[src/rtl/irq_router_pkg.sv]
// Shared constants, types and pin-to-field map for the interrupt router.
// Assumes two source groups and selector fields packed five per register.
package irq_router_pkg;

    localparam int SRC_W       = 16;
    localparam int N_GRP       = 2;
    localparam int N_OUT       = 5;
    localparam int FLD_W       = 3;
    localparam int FLD_PER_REG = 5;
    localparam int N_ASG       = 4;
    localparam int ADDR_W      = 5;
    localparam int DATA_W      = 16;
    localparam int PIN_W       = $clog2(SRC_W);

    localparam logic [FLD_W-1:0] MAX_SEL = FLD_W'(N_OUT - 1);
    localparam logic [FLD_W-1:0] DEF_SEL = '0;

    localparam logic [ADDR_W-1:0] ADDR_PEND   = 5'h00;
    localparam logic [ADDR_W-1:0] ADDR_ASG0   = 5'h04;
    localparam logic [ADDR_W-1:0] ADDR_ASG1   = 5'h06;
    localparam logic [ADDR_W-1:0] ADDR_MASK_A = 5'h0C;
    localparam logic [ADDR_W-1:0] ADDR_ASG2   = 5'h1C;
    localparam logic [ADDR_W-1:0] ADDR_ASG3   = 5'h1E;
    localparam logic [ADDR_W-1:0] ADDR_MASK_B = 5'h06;
    localparam logic [ADDR_W-1:0] ADDR_VEC0   = 5'h10;

    // Writable bits per selector register (index 0 in the low word).
    localparam logic [N_ASG-1:0][DATA_W-1:0] ASG_LEGAL =
        {16'h7FFF, 16'h7FFF, 16'h0FC7, 16'h7FFF};
    // Reset image per selector register.
    localparam logic [N_ASG-1:0][DATA_W-1:0] ASG_RESET =
        {16'h0000, 16'h0002, 16'h0000, 16'h0040};

    typedef struct packed {
        logic             valid;
        logic             grp;
        logic [PIN_W-1:0] pin;
    } vec_t;

    typedef struct packed {
        logic       ok;
        logic [1:0] reg_idx;
        logic [2:0] slot;
    } slot_t;

    // Where a given group/pin keeps its selector, if anywhere.
    function automatic slot_t pin_slot(input int grp, input int pin);
        slot_t s;
        s = '0;
        if (grp == 0) begin
            case (pin)
                0, 1, 2, 3: begin s.ok = 1'b1; s.reg_idx = 2'd0; s.slot = 3'(pin); end
                8:          begin s.ok = 1'b1; s.reg_idx = 2'd0; s.slot = 3'd4; end
                9:          begin s.ok = 1'b1; s.reg_idx = 2'd1; s.slot = 3'd0; end
                11:         begin s.ok = 1'b1; s.reg_idx = 2'd1; s.slot = 3'd2; end
                12:         begin s.ok = 1'b1; s.reg_idx = 2'd1; s.slot = 3'd3; end
                default:    s = '0;
            endcase
        end else begin
            case (pin)
                0, 1:          begin s.ok = 1'b1; s.reg_idx = 2'd2; s.slot = 3'(pin); end
                3, 4, 5:       begin s.ok = 1'b1; s.reg_idx = 2'd2; s.slot = 3'(pin - 1); end
                6, 7, 8, 9, 10: begin s.ok = 1'b1; s.reg_idx = 2'd3; s.slot = 3'(pin - 6); end
                default:       s = '0;
            endcase
        end
        return s;
    endfunction

    // Window-0 offset of selector register r.
    function automatic logic [ADDR_W-1:0] asg_addr(input int r);
        case (r)
            0:       return ADDR_ASG0;
            1:       return ADDR_ASG1;
            2:       return ADDR_ASG2;
            default: return ADDR_ASG3;
        endcase
    endfunction

endpackage

[src/rtl/irq_router_regs.sv]
// Register file of the interrupt router: two masks, four selector
// registers and the combinational read mux. Assumes single-cycle access;
// out-of-range selector values and reserved bits are dropped on write.
module irq_router_regs
    import irq_router_pkg::*;
(
    input  logic                          clk,
    input  logic                          rst_n,
    input  logic                          reg_win,
    input  logic [ADDR_W-1:0]             reg_addr,
    input  logic                          reg_we,
    input  logic [DATA_W-1:0]             reg_wdata,
    input  logic [SRC_W-1:0]              src_a,
    input  logic [SRC_W-1:0]              src_b,
    input  vec_t [N_OUT-1:0]              vec_q,
    output logic [SRC_W-1:0]              mask_a,
    output logic [SRC_W-1:0]              mask_b,
    output logic [N_ASG-1:0][DATA_W-1:0]  asg_q,
    output logic [DATA_W-1:0]             reg_rdata
);

    // Mask registers, one per group window.
    always_ff @(posedge clk) begin
        if (!rst_n) begin
            mask_a <= '0;
            mask_b <= '0;
        end else if (reg_we) begin
            if (!reg_win && reg_addr == ADDR_MASK_A) mask_a <= reg_wdata;
            if (reg_win && reg_addr == ADDR_MASK_B)  mask_b <= reg_wdata;
        end
    end

    // Selector registers: each legal field updates only with a value in range.
    always_ff @(posedge clk) begin
        if (!rst_n) begin
            asg_q <= ASG_RESET;
        end else if (reg_we && !reg_win) begin
            for (int r = 0; r < N_ASG; r++) begin
                for (int k = 0; k < FLD_PER_REG; k++) begin
                    if (reg_addr == asg_addr(r) &&
                        ASG_LEGAL[r][k*FLD_W] &&
                        reg_wdata[k*FLD_W +: FLD_W] <= MAX_SEL) begin
                        asg_q[r][k*FLD_W +: FLD_W] <= reg_wdata[k*FLD_W +: FLD_W];
                    end
                end
            end
        end
    end

    // Read mux across both windows; unknown offsets return zero.
    always_comb begin
        reg_rdata = '0;
        if (!reg_win) begin
            case (reg_addr)
                ADDR_PEND:   reg_rdata = src_a;
                ADDR_MASK_A: reg_rdata = mask_a;
                ADDR_ASG0:   reg_rdata = asg_q[0];
                ADDR_ASG1:   reg_rdata = asg_q[1];
                ADDR_ASG2:   reg_rdata = asg_q[2];
                ADDR_ASG3:   reg_rdata = asg_q[3];
                default:     reg_rdata = '0;
            endcase
        end else begin
            if (reg_addr == ADDR_PEND)   reg_rdata = src_b;
            if (reg_addr == ADDR_MASK_B) reg_rdata = mask_b;
            for (int o = 0; o < N_OUT; o++) begin
                if (reg_addr == ADDR_W'(ADDR_VEC0 + 2 * o))
                    reg_rdata = DATA_W'(vec_q[o]);
            end
        end
    end

endmodule

[src/rtl/irq_router_route.sv]
// Combinational routing matrix: masks the sources, looks up each pin's
// selector and picks, per output line, the first active source in fixed
// order (group A before B, low pin first). Assumes selectors are in range.
module irq_router_route
    import irq_router_pkg::*;
(
    input  logic [SRC_W-1:0]              src_a,
    input  logic [SRC_W-1:0]              src_b,
    input  logic [SRC_W-1:0]              mask_a,
    input  logic [SRC_W-1:0]              mask_b,
    input  logic [N_ASG-1:0][DATA_W-1:0]  asg_q,
    output logic [N_OUT-1:0]              req,
    output vec_t [N_OUT-1:0]              vec
);

    logic [N_GRP-1:0][SRC_W-1:0]              act;
    wire  [N_GRP-1:0][SRC_W-1:0][FLD_W-1:0]   sel;

    // Active sources: input level qualified by the mask.
    always_comb begin
        act[0] = src_a & mask_a;
        act[1] = src_b & mask_b;
    end

    // Per-pin selector lookup; pins without a field sit on the default line.
    for (genvar g = 0; g < N_GRP; g++) begin : g_grp
        for (genvar p = 0; p < SRC_W; p++) begin : g_pin
            localparam slot_t S = pin_slot(g, p);
            if (S.ok) begin : g_map
                assign sel[g][p] = asg_q[S.reg_idx][S.slot*FLD_W +: FLD_W];
            end else begin : g_fix
                assign sel[g][p] = DEF_SEL;
            end
        end
    end

    // Fixed-order winner search for every output line.
    always_comb begin
        req = '0;
        vec = '0;
        for (int o = 0; o < N_OUT; o++) begin
            for (int g = 0; g < N_GRP; g++) begin
                for (int p = 0; p < SRC_W; p++) begin
                    if (!req[o] && act[g][p] && sel[g][p] == FLD_W'(o)) begin
                        req[o]       = 1'b1;
                        vec[o].valid = 1'b1;
                        vec[o].grp   = 1'(g);
                        vec[o].pin   = PIN_W'(p);
                    end
                end
            end
        end
    end

endmodule

[src/rtl/irq_router.sv]
// Top of the two-group interrupt router. Registers the output lines and
// the per-line vectors one edge after sources, masks or selectors change.
// Assumes sources are synchronous to clk.
module irq_router
    import irq_router_pkg::*;
(
    input  logic              clk,
    input  logic              rst_n,
    input  logic [15:0]       src_a,
    input  logic [15:0]       src_b,
    input  logic              reg_win,
    input  logic [4:0]        reg_addr,
    input  logic              reg_we,
    input  logic [15:0]       reg_wdata,
    output logic [15:0]       reg_rdata,
    output logic [4:0]        cpu_irq
);

    logic [SRC_W-1:0]             mask_a;
    logic [SRC_W-1:0]             mask_b;
    logic [N_ASG-1:0][DATA_W-1:0] asg_q;
    logic [N_OUT-1:0]             req_d;
    vec_t [N_OUT-1:0]             vec_d;
    vec_t [N_OUT-1:0]             vec_q;
    logic [N_OUT-1:0]             irq_q;

    irq_router_regs u_regs (
        .clk       (clk),
        .rst_n     (rst_n),
        .reg_win   (reg_win),
        .reg_addr  (reg_addr),
        .reg_we    (reg_we),
        .reg_wdata (reg_wdata),
        .src_a     (src_a),
        .src_b     (src_b),
        .vec_q     (vec_q),
        .mask_a    (mask_a),
        .mask_b    (mask_b),
        .asg_q     (asg_q),
        .reg_rdata (reg_rdata)
    );

    irq_router_route u_route (
        .src_a  (src_a),
        .src_b  (src_b),
        .mask_a (mask_a),
        .mask_b (mask_b),
        .asg_q  (asg_q),
        .req    (req_d),
        .vec    (vec_d)
    );

    // Output stage: lines and vectors move together on one edge.
    always_ff @(posedge clk) begin
        if (!rst_n) begin
            irq_q <= '0;
            vec_q <= '0;
        end else begin
            irq_q <= req_d;
            vec_q <= vec_d;
        end
    end

    assign cpu_irq = irq_q;

endmodule

[config.mk]
export PLATFORM = sky130hd
export DESIGN_NAME = irq_router
export DESIGN_NICKNAME = d
export VERILOG_FILES = /design/src/rtl/irq_router_pkg.sv /design/src/rtl/irq_router_regs.sv /design/src/rtl/irq_router_route.sv /design/src/rtl/irq_router.sv
export SDC_FILE = /design/constraint.sdc
export NUM_CORES = 1
export LEC_CHECK = 0
export ABC_CLOCK_PERIOD_IN_PS = 2200
export BUFFER_PORTS_ARGS = -buffer_cell sky130_fd_sc_hd__clkbuf_2
export CAP_MARGIN = 10
export CORE_MARGIN = 2
export CORE_UTILIZATION = 30
export CTS_CLUSTER_SIZE = 40
export DETAILED_ROUTE_END_ITERATION = 10
export GPL_TIMING_DRIVEN = 1
export SYNTH_ARGS = -nofsm -noshare
export SYNTH_HDL_FRONTEND = slang
export SYNTH_SLANG_ARGS = --single-unit
[constraint.sdc]
create_clock -name clk -period 2.2 [get_ports clk]
set_input_delay 0.44 -clock clk [delete_from_list [all_inputs] [get_ports clk]]
set_output_delay 0.44 -clock clk [all_outputs]
set_load 0.03 [all_outputs]
### After elaboration in Yosys (flattened, before gate mapping)

Index checks and enable logic that the tools add are counted.
W data, S select, Z words.

* register bits after elaboration: 121
* input port bits: 57
* logic and storage cells: 720

* order comparisons: 5
* eq/ne operators: 86
* multiplexer cells: 225
* bitwise logic cells: 3
* reduce and logical (&&, ||, !) cells: 357

Operator list (count)
* $mux W6: 104
* $logic_and A1 B1 Y1: 210
* $mux W16: 8
* $eq A3 B2 Y1 const B: 36
* $mux W1: 104
* $logic_not A1 Y1: 100
* $pmux W16 S6: 1
* $eq A3 B1 Y1 const B: 18
* $eq A3 B3 Y1 const B: 18
* $logic_not A3 Y1: 18
* $mux W5: 8
* $reduce_and A2 Y1: 20
* $eq A5 B5 Y1 const B: 7
* $and A16 B16 Y16: 2
* $eq A5 B5 Y1: 4
* $reduce_or A4 Y1: 4
* $le A3 B3 Y1 const B: 5
* $eq A5 B3 Y1 const B: 2
* $reduce_or A2 Y1: 4
* $eq A5 B4 Y1 const B: 1
* $logic_not A5 Y1: 1
* $not A1 Y1: 1

### Depth between registers and ports, before layout

* depth after elaboration: 113
* depth in mapped cells: 9

### Modules after synthesis

Synthesis repeated with hierarchy kept, for this count alone.

* cell total of the unflattened synthesis: 1049
* area total of the unflattened synthesis: 8111.5 sq um

Modules (own cells, without submodules)
* irq_router_regs: times used 1, cells an instance 605, area each 4864.7 sq um
* irq_router_route: times used 1, cells an instance 371, area each 2268.4 sq um
* irq_router: times used 1, cells an instance 73, area each 978.4 sq um

### Worst setup path after synthesis

OpenSTA, ideal clock, no wires.

* path kind: input -> output
* start point: input port reg_addr[4]
* end point: output port reg_rdata[13]
* data arrival time: 2.150 ns
* required time: 1.760 ns
* path slack: -0.390 ns
* stages on the path: 6
* buffers on the path: 2
* cell sequence: or3_4 nor3_4 buf_2 buf_4 a22oi_1 o21ai_0

* longest elaborated chain between the ends: 9
* elaborated cells between the ends (all ways): 20

Ends and longest elaborated chain
* start, declared: RTL line irq_router.sv:12 `input logic [4:0] reg_addr,`
* $logic_not A5 Y1: RTL line irq_router_regs.sv:54, irq_router_regs.sv:64
* $mux W16: RTL line irq_router_regs.sv:64 `if (reg_addr == ADDR_PEND) reg_rdata = src_b;`
* $mux W16: RTL line irq_router_regs.sv:65 `if (reg_addr == ADDR_MASK_B) reg_rdata = mask_b;`
* $mux W16 (5 in series): RTL line irq_router_regs.sv:67 `if (reg_addr == ADDR_W'(ADDR_VEC0 + 2 * o))`
* $mux W16 *: RTL line irq_router_regs.sv:53 `if (!reg_win) begin`
* end, declared: RTL line irq_router.sv:15 `output logic [15:0] reg_rdata,`

Every way passes the cells marked *; elsewhere a longest branch is shown, timed or not.

### Worst setup path after layout

* start point: input port reg_addr[0]
* end point: output port reg_rdata[4]

The elaborated chain is that of the path after synthesis.

==> flow_summary.ini <==
[run_status]
status = finished, violations left
violations = setup timing

[synthesis]
ys.flop_type = dfxtp_1
avgSynthCellArea_um2 = 7.68
syn-cell-area_mm2 = 0.00732
yosysWarnings = 0
synth_top_area_share_pct = 32.3
synth_top_area_cell = dfxtp_1
syn-num-nets = 1010
yosys-top-cells-area = dfxtp_1 (32%), nand2_1 (7.1%), nand3_1 (6.0%)
seq_area_frac_synth_pct = 32.3
async_flop_share_pct = 0
synth_seq_cells = 118
synth.most_common_cell = nand2_1
yosys-top-cells-count = nand2_1 (139), dfxtp_1 (118), nor2_1 (96), nand3_1 (88), a21oi_1 (75)
synth_edf_count = 0
synth.distinct_cells = 77
syn_inst = 953

[layout]
num_antenna_cells = 0
final_nets = 1192
layout-drive-gt1-share_pct = 26.5
layout-area-overhead-vs-synth_pct = 35.5
final_util_pct = 41.1

[worst_setup_path]
timing.rr.end = vec_q[1]
path_common_cell = buf_8
worst-setup-path-type = in -> out
reg2reg_depth = 6
cp_cell_sequence = buf_6 > or3_4 > nor3_4 > buf_12 > buf_8 > a222oi_1 > a21oi_1 > a211o_1 > buf_8
cp-end-kind = primary output
worstSetupStartpointType = input pin
path_max_fanout = 6
crit_arrival_ns = 2.08
reg2reg_setup_slack_ns = 0.02
max_stage_delay_ns = 0.42
required_ns = 1.76
critPathLaunch = reg_addr[0]
rr_startpoint = u_regs.mask_a[13]
cpMaxStageDelayCell = or3_4

[routing]
drt-pass1-iter-count = 9
routed_wl_um = 33600
drtIter0Drc = 1191
ant_nets = 0
vias = 8660
wirelength_met1_um = 13600
via_per_inst = 5.88
wl_met2_um = 14900
met3_length_um = 3330
topRoutingLayerUsed = met4
avgRoutedWirePerCell_um = 22.8
drc_errors = 0

[floorplanning]
dieArea_mm2 = 0.0257
start_util_pct = 30.4
core_mm2 = 0.0241
ios = 78
die_w_um = 160
placementRows = 57
chipHeight_um = 160

[clock_tree]
cts_tree = yes
clock_sinks = 118
clk_pin_slew_ns = 0.06
cts_buffers = 17
h-tree-depth = 4
cts_buffer_depth = 2
insertion_delay_ns = 0.42
root_buffer = clkbuf_16

[global_routing]
track_usage_pct = 25.7
gr-total-overflow = 0
antenna_found_initial = 0
grt_pass1_wl_um = 49500
grt_max_degree = 69
grt_pass1_vias = 8060

[sta]
setup_violations = 16
fin_worst_skew_ns = 0.00865
fmax_mhz = 397
min_period_ns = 2.52
rsz0062_at_grt = yes
tightest_slew_ns = 0.538
fin_ws_ns = -0.318
final-hold-violation-count = 0
slew_headroom_pct = 64.1
fin_crit_sh_pct = 114
drv_slew = 0

[flow_run]
max_cap_viol_count = 0

[placement]
dpl_worst_slack_ns = -0.390
globalplace.congestion = 0.969
hpwl_um = 26000
io_buffers = 77

[power]
p_per_area_mw_per_mm2 = 549
switchingPower_uw = 1420
p_total_uw = 5440
switching_share_pct = 26.1
internal_power_uw = 4020
clock_power_share_pct = 51.1
p_leak_uw = 0.00392
p_comb_share_pct = 9.3
power_frac_seq_pct = 39.6
peakVddDrop_mv = 0.388

[min_path]
hold_depth = 3
hold_path.class = in -> reg
worstHoldStart = reg_wdata[15]
min_to = u_regs.mask_a[15]
stage by stage:
stage | TNS [ns] | cells | hold WS, ns | cell area, um^2
after floorplan | -0.441 | 953 | 0.454 | 7430
after global placement | -5.88 | 1433 | 0.487 | 9030
after detailed placement | -6.25 | 1433 | 0.493 | 9030
after CTS | -3.99 | 1470 | 0.260 | 9850
after global routing | -4.93 | 1472 | 0.317 | 9920
final | -4.26 | 1472 | 0.265 | 9920
critical path: cells and delay by family:
family                 cells  cell delay [ns]
buffers and inverters      4             0.51
and+or+nand+nor            2             0.64
AOI/OAI and AO/OA          3             0.48
flip-flops by register name, indices dropped and copies added, names as in the netlist:
signal	cells
u_regs.asg_q	54
u_regs.mask_a	16
cpu_irq	2
u_regs.mask_b	16
vec_q	30
cell usage in the layout (no fill, tap or decap), drive strengths merged, types with 29 or more instances in the layout:
cell	count
a21oi	75
nor2	98
o22ai	29
dfxtp	118
buf	144
mux2i	32
clkbuf	87
a22oi	46
nand2	139
nand3	89
cell families (layout without fill, tap and decap cells):
group	after synthesis	in the layout	synth area share [%]
multiplexers	32	32	4.38
AND/OR/NAND/NOR	468	468	33.4
buffers and inverters	65	260	4.55
AO/OA/AOI/OAI	270	270	25.4
flip-flops	118	118	32.3
power groups by stage:
stage                     logic (uW)  clock network [uW]  registers, uW
after global routing             530                2900           2150
final                            504                2780           2160
after detailed placement         464                   0           2200
after CTS                        485                2800           2150
after global placement           464                   0           2200
after floorplan                  190                   0           2200
how the worst max path moves through the flow:
stage	endpoint	slack, ns	cells past startpoint
finish	reg_rdata[4]	-0.32	9
global route	reg_rdata[13]	-0.36	9
CTS	reg_rdata[4]	-0.30	9
detailed placement	reg_rdata[13]	-0.39	8
global placement	reg_rdata[12]	-0.36	8
floorplan	reg_rdata[6]	-0.09	8
cell type report:
| class | count | area (um^2) |
|---|---|---|
| Timing Repair Buffer | 213 | 1740 |
| Tap cell | 324 | 405 |
| Sequential cell | 118 | 2360 |
| Fill cell | 2505 | 14200 |
| Inverter | 15 | 56.3 |
| Clock inverter | 14 | 150 |
| Clock buffer | 18 | 429 |
| Multi-Input combinational cell | 770 | 4770 |
metal layers:
layer | track usage [%] | up-vias
li1 | - | 3956
met1 | 33.4 | 4087
met5 | 0 | -
met4 | 12.9 | 0
met2 | 40.4 | 515
met3 | 5.58 | 102
what timing repair did:
item	in CTS	in global routing
buffers inserted	5	3
pin swaps	10	8
hold buffers	0	0
endpoints found under the setup margin	16	17
resized for setup	45	21
No activity file was read; power rests on OpenSTA's default activity.
